**src/rtl/trap_target_pkg.sv**
```systemverilog
package trap_target_pkg;

  typedef enum logic [1:0] {
    ST_IDLE,
    ST_READ_REQ,
    ST_READ_WAIT,
    ST_DONE
  } trapState_t;

  typedef enum logic [1:0] {
    MODE_DIRECT   = 2'd0,
    MODE_VECTORED = 2'd1,
    MODE_RESERVED = 2'd2,
    MODE_CTRL     = 2'd3
  } vecMode_t;

  typedef struct packed {
    logic captureAddr;
    logic loadImm;
    logic loadRsp;
    logic loadFault;
  } ctrlStrobes_t;

endpackage

```
**src/rtl/trap_target_dp.sv**
```systemverilog
module trap_target_dp
  import trap_target_pkg::*;
#(
  parameter int XLEN    = 32,
  parameter int CAUSE_W = 12
) (
  input  logic               clk,
  input  logic               rst_n,
  input  ctrlStrobes_t       stb,
  input  logic               isAsync,
  input  logic [XLEN-1:0]    tvecVal,
  input  logic [XLEN-1:0]    tvtVal,
  input  logic [CAUSE_W-1:0] causeId,
  input  logic               shvAttr,
  input  logic               hwVecEn,
  input  logic               jumpTable,
  input  logic [XLEN-1:0]    rspData,
  output logic               needFetch,
  output logic [XLEN-1:0]    memAddr,
  output logic [XLEN-1:0]    pcOut,
  output logic               fault
);
  localparam int SLOT_SHIFT = (XLEN == 64) ? 3 : 2;

  logic [XLEN-1:0] causeExt;
  logic [XLEN-1:0] oBase;
  logic [XLEN-1:0] nBase;
  logic [XLEN-1:0] tBase;
  logic [XLEN-1:0] entryAddr;
  logic [XLEN-1:0] immTarget;
  logic            hwVec;
  vecMode_t        mode;

  assign causeExt  = XLEN'(causeId);
  assign oBase     = {tvecVal[XLEN-1:2], 2'b00};
  assign nBase     = {tvecVal[XLEN-1:6], 6'b000000};
  assign tBase     = {tvtVal[XLEN-1:6], 6'b000000};
  assign entryAddr = tBase + (causeExt << SLOT_SHIFT);
  assign mode      = vecMode_t'(tvecVal[1:0]);
  assign hwVec     = shvAttr && hwVecEn;
  assign needFetch = isAsync && (mode == MODE_CTRL) && hwVec && !jumpTable;

  always_comb begin
    immTarget = oBase;
    if (isAsync) begin
      unique case (mode)
        MODE_VECTORED: immTarget = oBase + (causeExt << 2);
        MODE_CTRL:     immTarget = hwVec ? entryAddr : nBase;
        default:       immTarget = oBase;
      endcase
    end
  end

  always_ff @(posedge clk or negedge rst_n) begin
    if (!rst_n) begin
      memAddr <= '0;
      pcOut   <= '0;
      fault   <= 1'b0;
    end else begin
      if (stb.captureAddr) memAddr <= entryAddr;
      if (stb.loadImm) begin
        pcOut <= immTarget;
        fault <= 1'b0;
      end else if (stb.loadRsp) begin
        pcOut <= {rspData[XLEN-1:1], 1'b0};
        fault <= 1'b0;
      end else if (stb.loadFault) begin
        pcOut <= '0;
        fault <= 1'b1;
      end
    end
  end
endmodule

```
**src/rtl/trap_target_ctrl.sv**
```systemverilog
module trap_target_ctrl
  import trap_target_pkg::*;
(
  input  logic         clk,
  input  logic         rst_n,
  input  logic         start,
  input  logic         needFetch,
  input  logic         memReqReady,
  input  logic         rspValid,
  input  logic         rspErr,
  output ctrlStrobes_t stb,
  output logic         memReq,
  output logic         done
);
  trapState_t state, nextState;

  always_ff @(posedge clk or negedge rst_n) begin
    if (!rst_n) state <= ST_IDLE;
    else        state <= nextState;
  end

  always_comb begin
    nextState = state;
    stb       = '0;
    memReq    = 1'b0;
    done      = 1'b0;
    unique case (state)
      ST_IDLE: begin
        if (start) begin
          if (needFetch) begin
            stb.captureAddr = 1'b1;
            nextState       = ST_READ_REQ;
          end else begin
            stb.loadImm = 1'b1;
            nextState   = ST_DONE;
          end
        end
      end
      ST_READ_REQ: begin
        memReq = 1'b1;
        if (memReqReady) nextState = ST_READ_WAIT;
      end
      ST_READ_WAIT: begin
        if (rspValid) begin
          if (rspErr) stb.loadFault = 1'b1;
          else        stb.loadRsp   = 1'b1;
          nextState = ST_DONE;
        end
      end
      ST_DONE: begin
        done      = 1'b1;
        nextState = ST_IDLE;
      end
      default: nextState = ST_IDLE;
    endcase
  end
endmodule

```
**src/rtl/trap_target_gen.sv**
```systemverilog
module trap_target_gen
  import trap_target_pkg::*;
#(
  parameter int XLEN    = 32,
  parameter int CAUSE_W = 12
) (
  input  logic               clk,
  input  logic               rst_n,
  input  logic               start,
  input  logic               isAsync,
  input  logic [XLEN-1:0]    tvecVal,
  input  logic [XLEN-1:0]    tvtVal,
  input  logic [CAUSE_W-1:0] causeId,
  input  logic               shvAttr,
  input  logic               hwVecEn,
  input  logic               jumpTable,
  output logic               memReq,
  input  logic               memReqReady,
  output logic [XLEN-1:0]    memAddr,
  output logic [3:0]         memSize,
  input  logic               rspValid,
  input  logic               rspErr,
  input  logic [XLEN-1:0]    rspData,
  output logic               done,
  output logic [XLEN-1:0]    pcOut,
  output logic               fault
);
  localparam int SLOT_BYTES = XLEN / 8;

  ctrlStrobes_t stb;
  logic         needFetch;

  assign memSize = 4'(SLOT_BYTES);

  trap_target_ctrl u_ctrl (
    .clk        (clk),
    .rst_n      (rst_n),
    .start      (start),
    .needFetch  (needFetch),
    .memReqReady(memReqReady),
    .rspValid   (rspValid),
    .rspErr     (rspErr),
    .stb        (stb),
    .memReq     (memReq),
    .done       (done)
  );

  trap_target_dp #(.XLEN(XLEN), .CAUSE_W(CAUSE_W)) u_dp (
    .clk      (clk),
    .rst_n    (rst_n),
    .stb      (stb),
    .isAsync  (isAsync),
    .tvecVal  (tvecVal),
    .tvtVal   (tvtVal),
    .causeId  (causeId),
    .shvAttr  (shvAttr),
    .hwVecEn  (hwVecEn),
    .jumpTable(jumpTable),
    .rspData  (rspData),
    .needFetch(needFetch),
    .memAddr  (memAddr),
    .pcOut    (pcOut),
    .fault    (fault)
  );
endmodule

```
**config.mk**
```make
export PLATFORM = sky130hd
export DESIGN_NAME = trap_target_gen
export DESIGN_NICKNAME = d
export VERILOG_FILES = /design/src/rtl/trap_target_pkg.sv /design/src/rtl/trap_target_dp.sv /design/src/rtl/trap_target_ctrl.sv /design/src/rtl/trap_target_gen.sv
export SDC_FILE = /design/constraint.sdc
export NUM_CORES = 1
export LEC_CHECK = 0
export BUFFER_PORTS_ARGS = -buffer_cell sky130_fd_sc_hd__buf_2
export CELL_PAD_IN_SITES_DETAIL_PLACEMENT = 1
export CELL_PAD_IN_SITES_GLOBAL_PLACEMENT = 2
export CORE_ASPECT_RATIO = 0.8
export CORE_MARGIN = 3
export CORE_UTILIZATION = 29
export CTS_CLUSTER_SIZE = 40
export DETAILED_ROUTE_END_ITERATION = 16
export MAX_ROUTING_LAYER = met4
export PLACE_DENSITY = 0.82
export SLEW_MARGIN = 10
export SYNTH_ARGS = -nofsm -noshare
export SYNTH_HDL_FRONTEND = slang
export SYNTH_SLANG_ARGS = --single-unit
export TNS_END_PERCENT = 1
```
**constraint.sdc**
```tcl
create_clock -name clk -period 2.4 [get_ports clk]
set_input_delay 0.72 -clock clk [delete_from_list [all_inputs] [get_ports clk]]
set_output_delay 0.72 -clock clk [all_outputs]
set_load 0.03 [all_outputs]
```
== Yosys cells after proc, flatten, opt, wreduce, memory -nomap -nowiden ==
Index checks and enable logic that the tools add are counted.

* Input bits: 118
* Output and inout bits: 71
* Logic and storage cells: 46
* Register bits after elaboration: 67

* Reduce and logical (&&, ||, !) cells: 8
* $add $sub $neg: 2
* Muxes and demuxes: 24
* Equal/unequal tests: 8

{| class="wikitable"
|+ Operators by type and width
! cell !! number
|-
| 2-to-1 mux 32 bit || 5
|-
| adder 32 x 14 -> 32 bit || 2
|-
| one-hot mux 32 bit (2 select lines) || 1
|-
| 2-to-1 mux 2 bit || 8
|-
| 2-to-1 mux 1 bit || 9
|-
| one-hot mux 2 bit (4 select lines) || 1
|-
| == test 2 bit, second input constant || 3
|-
| inequality test 2 bit, second input constant || 3
|-
| == test 2 x 1 -> 1 bit, second input constant || 2
|-
| logical AND 1 bit || 4
|-
| AND reduction 3 bit || 1
|-
| nonzero test 3 bit || 1
|-
| zero test 2 bit || 1
|-
| zero test 1 bit || 1
|}

== Depth between registers and ports, before layout ==
Gate-level depths: netlist of run 1.

* Depth after elaboration: 8
* Gate-level depth with buffers: 11
* Gate-level depth less buffers: 10

== Cells and area by module ==
Synthesis of run 1 repeated with hierarchy kept, for this count alone.

* Cell total of the unflattened synthesis: 607
* Area total of the unflattened synthesis: 5246.3 um^2

{| class="wikitable"
|+ Modules (own cells, without submodules)
! module !! instances !! cells each !! area each (um^2) !! sequential area each (um^2)
|-
| trap_target_dp || 1 || 578 || 5018.6 || 1551.5
|-
| trap_target_ctrl || 1 || 23 || 190.2 || 50.0
|-
| trap_target_gen || 1 || 6 || 37.5 || 0.0
|}

== Least setup slack after synthesis of run 1 ==
Ideal clock, no wire load.

* Path kind: input -> register
* Start: input port tvecVal[2]
* End: register u_dp.pcOut[24]
* Data arrival time: 3.037 ns
* Setup time: 0.065 ns
* Path buffers: 1
* Data required time: 2.335 ns
* Setup slack: -0.701 ns
* Stages: 11
* Path through: ha_1 -> inv_1 -> fa_1 -> and2b_1 -> o2111ai_2 -> and4b_4 -> or4b_1 -> buf_2 -> or3_1 -> a21oi_1 -> o21a_1

* Longest elaborated chain between the ends: 4

{| class="wikitable"
|+ RTL lines
! what !! RTL line !! text
|-
| start: declaration || trap_target_gen.sv:11 || <nowiki>input logic [XLEN-1:0] tvecVal,</nowiki>
|-
| adder 32 x 14 -> 32 bit || trap_target_dp.sv:47 || <nowiki>MODE_VECTORED: immTarget = oBase + (causeExt << 2);</nowiki>
|-
| one-hot mux 32 bit (2 select lines) || trap_target_dp.sv:46 || <nowiki>unique case (mode)</nowiki>
|-
| 2-to-1 mux 32 bit || trap_target_dp.sv:45 || <nowiki>if (isAsync) begin</nowiki>
|-
| 2-to-1 mux 32 bit || trap_target_dp.sv:61 || <nowiki>if (stb.loadImm) begin</nowiki>
|-
| end signal: assignment || trap_target_dp.sv:62 || <nowiki>pcOut <= immTarget;</nowiki>
|-
| end signal: assignment || trap_target_dp.sv:65 || <nowiki>pcOut <= {rspData[XLEN-1:1], 1'b0};</nowiki>
|-
| end: declaration || trap_target_dp.sv:20 || <nowiki>output logic [XLEN-1:0] pcOut,</nowiki>
|}

Every way passes these cells.
A chain may end at the register's enable or synchronous reset.

== Worst setup path after layout of run 1 ==
* Start: input port causeId[0]
* End: register u_dp.pcOut[24]

* Longest elaborated chain between the ends: 5
* Elaborated cells between the ends (all ways): 6
* Those cells by class: add/sub (2); mux (4)

{| class="wikitable"
|+ RTL lines
! what !! RTL line !! text
|-
| start: declaration || trap_target_gen.sv:13 || <nowiki>input logic [CAUSE_W-1:0] causeId,</nowiki>
|-
| adder 32 x 14 -> 32 bit || trap_target_dp.sv:38 || <nowiki>assign entryAddr = tBase + (causeExt << SLOT_SHIFT);</nowiki>
|-
| 2-to-1 mux 32 bit || trap_target_dp.sv:48 || <nowiki>MODE_CTRL: immTarget = hwVec ? entryAddr : nBase;</nowiki>
|-
| one-hot mux 32 bit (2 select lines) * || trap_target_dp.sv:46 ||
|-
| 2-to-1 mux 32 bit * || trap_target_dp.sv:45 ||
|-
| 2-to-1 mux 32 bit * || trap_target_dp.sv:61 ||
|}

Every way passes the cells marked *; elsewhere a longest branch is shown, timed or not.

==> summary.txt, run 1 <==
Synth
  • Area share of the largest cell type after synthesis: 0.305
  • Sequential-to-total area share from yosys stat: 0.305
  • Mean Syn Cell Area: 8.35 µm²
  • Async SR Flop Fraction: 1.00
  • Post-synth top cells: a21oi_1 (80), dfrtp_1 (64), nand2_1 (46), nor2_1 (42), o21ai_0 (35)
  • Post-synth top area cell: dfrtp_1
  • Mapped Cells: 629
  • Post-synthesis register bit count: 64
  • Count of cell types in the netlist: 61
  • Most common cell in the netlist: a21oi_1
  • Ys Warns: 0
  • Post-synth top flop: dfrtp_1
  • EDFF count, synth: 0
  • Leading post-synthesis cells by cell area: dfrtp_1 (30%), a21oi_1 (7.6%), ha_1 (6.0%)
  • Synth Cell Area: 0.00525 mm²

Drt
  • Post-DRT Antenna Nets: 0
  • DR iter-0 viols: 300
  • DRT Pass-1 Iters: 4
  • Total via count in the routed design: 6268
  • Routed wire length: 24600 µm
  • Via/cell ratio: 5.33
  • WL/cell: 20.9 µm
  • DR DRC count: 0

Worst hold path
  • Min-delay worst type: input pin to async pin

STA
  • Final hold vios: 0
  • RSZ-0062 raised after global routing: true
  • Fin crit share: 1.17
  • Max Freq: 355 MHz
  • Rel. slew slack: 0.652
  • Final WS setup: -0.416 ns
  • Clk_skew: 0.00472 ns
  • Max Slew Vio Count: 0
  • Minimum clock period: 2.82 ns
  • Setup Viol. Count Final: 23
  • Worst Tran Pin Value: 0.523 ns

Global route
  • Largest net degree at the start of global routing: 65
  • Vias in the first global route: 6837
  • First-pass GRT wire length: 37500 µm
  • Global route overflow: 0
  • Tot GR Track Use: 0.251
  • Initial antenna violation count: 1

Power and ir drop
  • Leak Pwr: 0.00388 µW
  • VDD IR-drop max: 350 µV
  • PwrDens: 793 mW/mm²

Critical path
  • Critical path origin: causeId[0]
  • Critical Path Stages: 11
  • Crit. End Element: register
  • Reg2reg end: u_dp.pcOut[18]$_DFFE_PN0P_
  • Cells along the critical path: buf_8 -> ha_4 -> inv_2 -> fa_2 -> and2b_1 -> o2111ai_2 -> and4b_4 -> or4b_4 -> or3_4 -> a21oi_2 -> o21a_1
  • R2r setup slk: 0.32 ns
  • Reg2reg start: u_ctrl.state[0]$_DFFE_PN0P_
  • R2R depth: 9
  • CP Launch Type: input pin
  • Crit Path Category: input pin to register
  • CP max stage delay: 0.53 ns
  • Top delay family on crit path: simple AND/OR/NAND/NOR gates
  • CP max FO: 6
  • Worst path arrival time: 3.10 ns
  • CP max-delay cell: or4b_4
  • CP endpoint: u_dp.pcOut[24]$_DFFE_PN0P_
  • Worst path buffer plus inverter count: 2
  • Critical Path RT: 2.68 ns

Floorplanning
  • Die width: 156 µm
  • Core area: 0.0175 mm²
  • Num ports: 189
  • # rows: 43
  • Full die area: 0.0198 mm²
  • Die Y: 126 µm
  • Initial core utilization: 0.299

Cells and area
  • Nets: 1089
  • Area grow syn2layout: 56.1%
  • Finished Layout Cells: 1175
  • FILL cells: 2127
  • Final Instance Area: 0.00820 mm²
  • Layout cells sized above 1: 0.457

Placed design
  • Placed Area: 0.00750 mm²
  • PortBufs: 174
  • Dpl hpwl: 19500 µm
  • Placed cell count: 1151
  • Gpl congestion: 0.966

Outcome
  • Status: finished with violations
  • Failing checks: setup timing

Flow run
  • Maxcap violations: 0

Clock tree
  • # hold bufs at CTS: 0
  • Clk buf depth: 2
  • Sink Count: 64
  • Clock Pin Slew Worst Setup and Hold Paths: 0.06 ns
  • CTS buffer count: 9
  • CTS tree: done
  • Root buffer cell: clkbuf_16
  • H-tree levels: 3
  • Clock latency at the later pin of the worst-skew pair: 0.34 ns
[where the power goes]
group          switching [µW]  internal, µW
logic                    2090          1260
clock network             531           932
registers                 251          1440
total                    2880          3630
[placed cells by master, fill, tap and decap left out, drive strengths merged, types with 8 or more instances in the layout]
cell type | synthesis | routed
a221oi | 13 | 13
nor3b | 31 | 31
buf | 20 | 343
a211oi | 16 | 16
o21ai | 36 | 36
xnor2 | 22 | 22
inv | 15 | 15
dfrtp | 64 | 64
mux2 | 17 | 17
o31ai | 8 | 8
a21oi | 81 | 81
nand3 | 19 | 19
nor3 | 16 | 16
o211ai | 12 | 12
a31oi | 9 | 9
xor2 | 18 | 18
ha | 25 | 25
and2 | 9 | 9
clkbuf | 24 | 10
nand2 | 46 | 46
nor2 | 42 | 42
[layer usage]
metal	track usage	wire (µm)	part of all wire	vias up
met1	0.346	11700	0.48	3067
li1	-	-	-	2976
met3	0.0399	1380	0.056	19
met4	0.0556	243	0.0099	0
met2	0.389	11200	0.46	206
met5	-	0	0	-
[how the worst min path moves through the flow]
stage | start | to | slack, ns
floorplan | rst_n | u_ctrl.state[0]$_DFFE_PN0P_ | 0.42
finish | rst_n | u_dp.pcOut[27]$_DFFE_PN0P_ | 0.40
CTS | rst_n | u_dp.pcOut[23]$_DFFE_PN0P_ | 0.42
global route | rst_n | u_dp.pcOut[23]$_DFFE_PN0P_ | 0.43
global placement | u_dp.memAddr[5]$_DFFE_PN0P_ | u_dp.memAddr[5]$_DFFE_PN0P_ | 0.49
detailed placement | u_dp.memAddr[20]$_DFFE_PN0P_ | u_dp.memAddr[20]$_DFFE_PN0P_ | 0.49
[worst register-to-register path, cell delays in order (launching register included)]
cell and delay (ns):
dfrtp_1 0.37, inv_1 0.10, ha_1 0.26, nand2_2 0.17, buf_4 0.42, nor3b_1 0.11
a21oi_1 0.22, nor2_1 0.07, a21oi_1 0.15, a21oi_2 0.08
[cells by family after synthesis]
family                   Yosys count  synth area share
AO/OA/AOI/OAI                    221             0.273
XOR/XNOR                          40            0.0667
adder cells (fa/ha/maj)           27            0.0672
buffers and inverters             59            0.0493
flip-flops                        64             0.305
multiplexers                      20            0.0422
other                              2           0.00143
AND/OR/NAND/NOR                  196             0.195
[registers in the layout (all words and copies together), names as in the netlist]
register and flops:
u_dp.pcOut 31, u_dp.memAddr 30, u_ctrl.state 2, u_dp.fault 1
[layout make-up]
| type | instances | area [µm²] | area share |
|---|---|---|---|
| Antenna cell | 1 | 2.50 | 0.000305 |
| Clock buffer | 10 | 239 | 0.0292 |
| Clock inverter | 6 | 82.6 | 0.0101 |
| Inverter | 15 | 56.3 | 0.00687 |
| Multi-Input combinational cell | 511 | 3720 | 0.454 |
| Sequential cell | 64 | 1600 | 0.195 |
| Tap cell | 225 | 282 | 0.0343 |
| Timing Repair Buffer | 343 | 2210 | 0.270 |
[stage by stage]
step | setup TNS [ns] | setup WS (ns) | power (µW) | utilization | hold slack (ns)
final | -3.54 | -0.416 | 6500 | 0.467 | 0.403
after global routing | -6.25 | -0.466 | 6900 | 0.467 | 0.430
after CTS | -3.31 | -0.516 | 6500 | 0.459 | 0.417
after detailed placement | -24.67 | -1.02 | 4950 | 0.428 | 0.492
after global placement | -21.20 | -0.907 | 4810 | 0.428 | 0.489
after floorplan | -5.02 | -0.663 | 3580 | - | 0.424
[repair_timing]
action	in CTS	in global routing
endpoints found under the hold margin	0	0
setup buffers	2	5
resized for setup	52	20
endpoints found under the setup margin	39	37
pin swaps	18	14
(Power assumes the default switching activity.)
==> run 2, diff against run 1 <==
--- a/config.mk
+++ b/config.mk
@@ -13,6 +13,7 @@
 export CORE_UTILIZATION = 29
 export CTS_CLUSTER_SIZE = 40
 export DETAILED_ROUTE_END_ITERATION = 16
+export GPL_TIMING_DRIVEN = 0
 export MAX_ROUTING_LAYER = met4
 export PLACE_DENSITY = 0.82
 export SLEW_MARGIN = 10
==> run 2 against run 1 <==
  * The run still ends with setup timing left
  * Combinational power is 6.3% lower
  * Die area stayed put
  * Power is 3.6% lower
  * Sequential share of layout area is 2.7 points higher
  * Final cell count is 10% lower
  * Via count is 6.5% lower
  * Clock skew is 0.00087 ns lower
  * Sequential power hardly changed
  * Register-to-register slack worse by 0.37 ns
  * Clock-buffer cell count stayed put
  * Fmax is 2.9% lower
  * Design area is 12% lower
  * Critical path type unchanged
  * Critical endpoint unchanged
  * Largest power group unchanged
==> summary.txt, run 2 (synthesized netlist as in run 1, its figures left out) <==
Outcome
  • Status: finished with violations
  • Failing checks: setup timing

Clock tree
  • CTS tree: done
  • Sink Count: 64
  • # hold bufs at CTS: 0
  • CTS buffer count: 9
  • Root buffer cell: clkbuf_16
  • Clock latency at the later pin of the worst-skew pair: 0.34 ns
  • Clock Pin Slew Worst Setup and Hold Paths: 0.06 ns
  • Clk buf depth: 2
  • H-tree levels: 3

Critical path
  • Reg2reg end: u_dp.pcOut[22]$_DFFE_PN0P_
  • R2R depth: 8
  • CP max FO: 6
  • R2r setup slk: -0.05 ns
  • Crit. End Element: register
  • Reg2reg start: u_ctrl.state[0]$_DFFE_PN0P_
  • Critical Path RT: 2.68 ns
  • Worst path arrival time: 3.18 ns
  • Crit Path Category: input pin to register
  • CP Launch Type: input pin

Drt
  • Post-DRT Antenna Nets: 0
  • Via/cell ratio: 5.56
  • Total via count in the routed design: 5863
  • DR iter-0 viols: 413
  • DRT Pass-1 Iters: 5
  • Routed wire length: 24500 µm
  • WL/cell: 23.2 µm
  • DR DRC count: 0

STA
  • Final hold vios: 0
  • Setup Viol. Count Final: 19
  • Max Freq: 345 MHz
  • Final WS setup: -0.501 ns
  • Worst Tran Pin Value: 0.689 ns
  • Minimum clock period: 2.90 ns
  • Setup_tns: -3.83 ns
  • Clk_skew: 0.00385 ns
  • Fin crit share: 1.21
  • Max Slew Vio Count: 0
  • RSZ-0062 raised after global routing: true
  • Rel. slew slack: 0.540

Cells and area
  • Most flop-heavy register: u_dp.pcOut
  • Area grow syn2layout: 37.1%
  • Nets: 969
  • FILL cells: 2120
  • Antenna Diode Count: 0
  • Most frequent cells in the layout: buf_2 (175), a21oi_1 (75), dfrtp_1 (64)
  • Commonest non-fill, non-tap cell in the layout: buf_2
  • Max FFs per register: 31
  • Biggest regs: u_dp.pcOut x31, u_dp.memAddr x30, u_ctrl.state x2
  • Layout cells sized above 1: 0.366

Power and ir drop
  • PwrDens: 870 mW/mm²
  • P_int: 3400 µW
  • Switch share: 0.457
  • VDD IR-drop max: 361 µV
  • P_sw: 2870 µW
  • Total power: 6270 µW
  • Sequential power share: 0.267
  • Clock group share of total power: 0.232
  • Logic pwr share: 0.501
  • Leak Pwr: 0.00327 µW

Floorplanning
  • Full die area: 0.0198 mm²
  • Initial core utilization: 0.299
  • # rows: 43
  • Die Y: 126 µm
  • Num ports: 189
  • Die width: 156 µm
  • Core area: 0.0175 mm²

Global route
  • First-pass GRT wire length: 36100 µm
  • Tot GR Track Use: 0.245
  • Vias in the first global route: 5939
  • Largest net degree at the start of global routing: 38
  • Initial antenna violation count: 0
  • Global route overflow: 0

Placed design
  • Gpl congestion: 0.887
  • PortBufs: 171
  • Dpl hpwl: 19100 µm

Flow run
  • Maxcap violations: 0

Worst hold path
  • Min-delay worst type: input pin to async pin
run 2: layer usage:
layer,wire length (µm),global-route usage,share of wire,vias to the layer above
met3,1710,0.0532,0.070,19
met1,11900,0.353,0.49,2899
met2,10600,0.356,0.43,224
li1,-,-,-,2721
met5,0,-,0,-
met4,214,0.0494,0.0088,0
run 2: area by class of cell:
type                            count  area (µm²)  area share
Tap cell                          225         282      0.0391
Sequential cell                    64        1600       0.222
Clock buffer                       10         239      0.0332
Clock inverter                      6        82.6      0.0115
Inverter                           15        56.3     0.00782
Multi-Input combinational cell    511        3740       0.519
Buffer                             43         243      0.0337
Timing Repair Buffer              180         962       0.134
run 2: repair_timing:
item	CTS	global route
pin swaps	13	17
gates resized for setup	55	53
setup buffers	5	3
setup endpoints to repair	62	56
run 2: worst max path at each step:
stage	start	endpoint	slack, ns	cells past startpoint
after floorplan	tvecVal[2]	u_dp.pcOut[24]$_DFFE_PN0P_	-0.66	11
after detailed placement	causeId[0]	u_dp.pcOut[24]$_DFFE_PN0P_	-1.06	12
final	causeId[0]	u_dp.pcOut[24]$_DFFE_PN0P_	-0.50	11
after global placement	causeId[4]	u_dp.pcOut[31]$_DFFE_PN0P_	-1.00	9
after global routing	tvecVal[2]	u_dp.pcOut[24]$_DFFE_PN0P_	-0.54	11
after CTS	causeId[0]	u_dp.pcOut[24]$_DFFE_PN0P_	-0.53	12
run 2: power groups by stage:
stage                     logic, µW  registers [µW]  clock network, µW
after floorplan                1300            2290                  0
final                          3140            1670               1450
after global routing           3390            1710               1550
after global placement         2910            1670                  0
after detailed placement       2980            1690                  0
after CTS                      3060            1670               1490
run 2: worst max-delay path: stages:
cell and delay, ns:
buf_8 0.09, ha_4 0.13, inv_2 0.03, fa_2 0.33
and2b_1 0.23, o2111ai_2 0.14, and4b_4 0.26, or4b_4 0.60
or3_4 0.35, a21oi_2 0.15, o21a_1 0.14
run 2: metrics by stage:
stage               cell area (µm²)  instances  setup WS (ns)  utilization  hold slack [ns]
CTS                            6980       1052         -0.528        0.398            0.320
detailed placement             6430       1031          -1.06        0.367            0.493
floorplan                      5270        634         -0.663            -            0.424
global placement               6410       1030          -1.00        0.365            0.472
global route                   7200       1054         -0.542        0.411            0.335
finish                         7200       1054         -0.501        0.411            0.310
==> run 3, diff against run 2 <==
--- a/config.mk
+++ b/config.mk
@@ -16,6 +16,7 @@
 export GPL_TIMING_DRIVEN = 0
 export MAX_ROUTING_LAYER = met4
 export PLACE_DENSITY = 0.82
+export SKIP_CTS_REPAIR_TIMING = 1
 export SLEW_MARGIN = 10
 export SYNTH_ARGS = -nofsm -noshare
 export SYNTH_HDL_FRONTEND = slang
==> run 3 against run 2 <==
  * The flow still finishes with violations (setup timing)
  * Global-route usage decreased by 0.21 points
  * Core utilization decreased by 0.91 points
  * First-iteration DRC count decreased by 13%
==> summary.txt, run 3 (synthesized netlist as in run 1, its figures left out) <==
Drt
  • Via/cell ratio: 5.55
  • WL/cell: 23.2 µm
  • Post-DRT Antenna Nets: 0
  • Routed wire length: 24300 µm
  • DRT Pass-1 Iters: 5
  • Total via count in the routed design: 5820
  • DR DRC count: 0
  • DR iter-0 viols: 360

Floorplanning
  • Full die area: 0.0198 mm²
  • Die Y: 126 µm
  • Core area: 0.0175 mm²
  • Num ports: 189
  • Initial core utilization: 0.299
  • # rows: 43
  • Die width: 156 µm

Clock tree
  • H-tree levels: 3
  • CTS buffer count: 9
  • CTS tree: done
  • Clock latency at the later pin of the worst-skew pair: 0.34 ns
  • Clock Pin Slew Worst Setup and Hold Paths: 0.05 ns
  • Sink Count: 64
  • Clk buf depth: 2
  • Root buffer cell: clkbuf_16

Power and ir drop
  • Sequential power share: 0.269
  • Total power: 6210 µW
  • PwrDens: 882 mW/mm²
  • Leak Pwr: 0.00320 µW
  • Switch share: 0.458
  • P_int: 3370 µW
  • P_sw: 2850 µW
  • VDD IR-drop max: 358 µV
  • Logic pwr share: 0.496
  • Clock group share of total power: 0.235

STA
  • Final WS setup: -0.610 ns
  • Minimum clock period: 3.01 ns
  • Final hold vios: 0
  • Setup Viol. Count Final: 32
  • RSZ-0062 raised after global routing: true
  • Max Freq: 332 MHz
  • Worst Tran Pin Value: 0.727 ns
  • Max Slew Vio Count: 0
  • Rel. slew slack: 0.515
  • Clk_skew: 0.00430 ns
  • Fin crit share: 1.25

Cells and area
  • FILL cells: 2123
  • Antenna Diode Count: 0
  • Max FFs per register: 31
  • FF+latch area: 0.00160 mm²
  • Core Util, Final: 0.402
  • Commonest non-fill, non-tap cell in the layout: buf_2
  • Most frequent cells in the layout: buf_2 (177), a21oi_1 (76), dfrtp_1 (64)
  • Area grow syn2layout: 34.1%
  • Layout cells sized above 1: 0.334
  • Biggest regs: u_dp.pcOut x31, u_dp.memAddr x30, u_ctrl.state x2
  • Nets: 964
  • Multi-input gate area: 0.00364 mm²
  • Most flop-heavy register: u_dp.pcOut

Global route
  • Vias in the first global route: 5843
  • Global route overflow: 0
  • First-pass GRT wire length: 35800 µm
  • Initial antenna violation count: 0
  • Tot GR Track Use: 0.243
  • Largest net degree at the start of global routing: 38

Critical path
  • CP max FO: 7
  • Critical Path RT: 2.68 ns
  • Reg2reg start: u_ctrl.state[0]$_DFFE_PN0P_
  • Critical path origin: causeId[0]
  • Cells along the critical path: buf_8 -> ha_4 -> inv_2 -> fa_2 -> and2b_2 -> o2111ai_4 -> and4b_4 -> or4b_4 -> buf_6 -> or3_4 -> a21oi_2 -> o21a_1
  • CP max-delay cell: or4b_4
  • Crit. End Element: register
  • Worst path arrival time: 3.29 ns
  • CP Launch Type: input pin
  • CP max stage delay: 0.48 ns
  • Crit Path Category: input pin to register

Outcome
  • Status: finished with violations
  • Failing checks: setup timing

Placed design
  • Dpl hpwl: 19100 µm
  • Gpl congestion: 0.887
  • PortBufs: 171

Flow run
  • Maxcap violations: 0

Worst hold path
  • Min-delay worst type: input pin to async pin
## run 3: area by class of cell
cell class                 instances  area share
multi-input combinational        511       0.517
sequential                        64       0.227
timing repair buffer             175       0.131
tap                              225      0.0400
clock buffer                      10      0.0339
buffer                            43      0.0314
clock inverter                     6      0.0117
inverter                          15     0.00799
## run 3: power by group through the flow
| stage | clock [µW] | combinational, µW | sequential [µW] |
|---|---|---|---|
| floorplan | 0 | 1300 | 2290 |
| global placement | 0 | 2910 | 1670 |
| detailed placement | 0 | 2980 | 1690 |
| CTS | 1490 | 3000 | 1670 |
| global route | 1550 | 3330 | 1710 |
| finish | 1460 | 3080 | 1670 |
## run 3: routing by layer
metal / global-route usage / vias to the layer above / wire, µm
met5: - / - / 0
met4: 0.0484 / 0 / 255
met3: 0.0553 / 23 / 1810
met2: 0.350 / 241 / 10500
met1: 0.351 / 2846 / 11700
li1: - / 2710 / -
## run 3: worst max-delay path, delay by kind of cell
| kind | cells | cell delay [ns] |
|---|---|---|
| AOI/OAI and AO/OA | 3 | 0.44 |
| and+or+nand+nor | 4 | 1.33 |
| adders and majority gates | 2 | 0.50 |
| buffers and inverters | 3 | 0.28 |
## run 3: worst paths after layout
kind,endpoint,slack (ns),depth (start not counted)
max,u_dp.pcOut[24]$_DFFE_PN0P_,-0.61,12
min,u_dp.pcOut[24]$_DFFE_PN0P_,0.31,1
min in group clk,u_dp.memAddr[3]$_DFFE_PN0P_,0.50,1
min reg2reg,u_dp.memAddr[3]$_DFFE_PN0P_,0.50,1
max in group asynchronous,u_dp.memAddr[7]$_DFFE_PN0P_,1.52,2
max reg2reg,u_dp.pcOut[19]$_DFFE_PN0P_,-0.05,8
## run 3: stage by stage
step / hold slack [ns] / instance area, µm² / setup TNS [ns] / instances / setup slack (ns)
after floorplan: 0.424 / 5270 / -5.02 / 634 / -0.663
after global placement: 0.472 / 6410 / -50.84 / 1030 / -1.00
after detailed placement: 0.493 / 6430 / -51.27 / 1031 / -1.06
after CTS: 0.320 / 6750 / -29.45 / 1047 / -0.708
after global routing: 0.335 / 7040 / -11.99 / 1049 / -0.637
final: 0.311 / 7040 / -7.43 / 1049 / -0.610
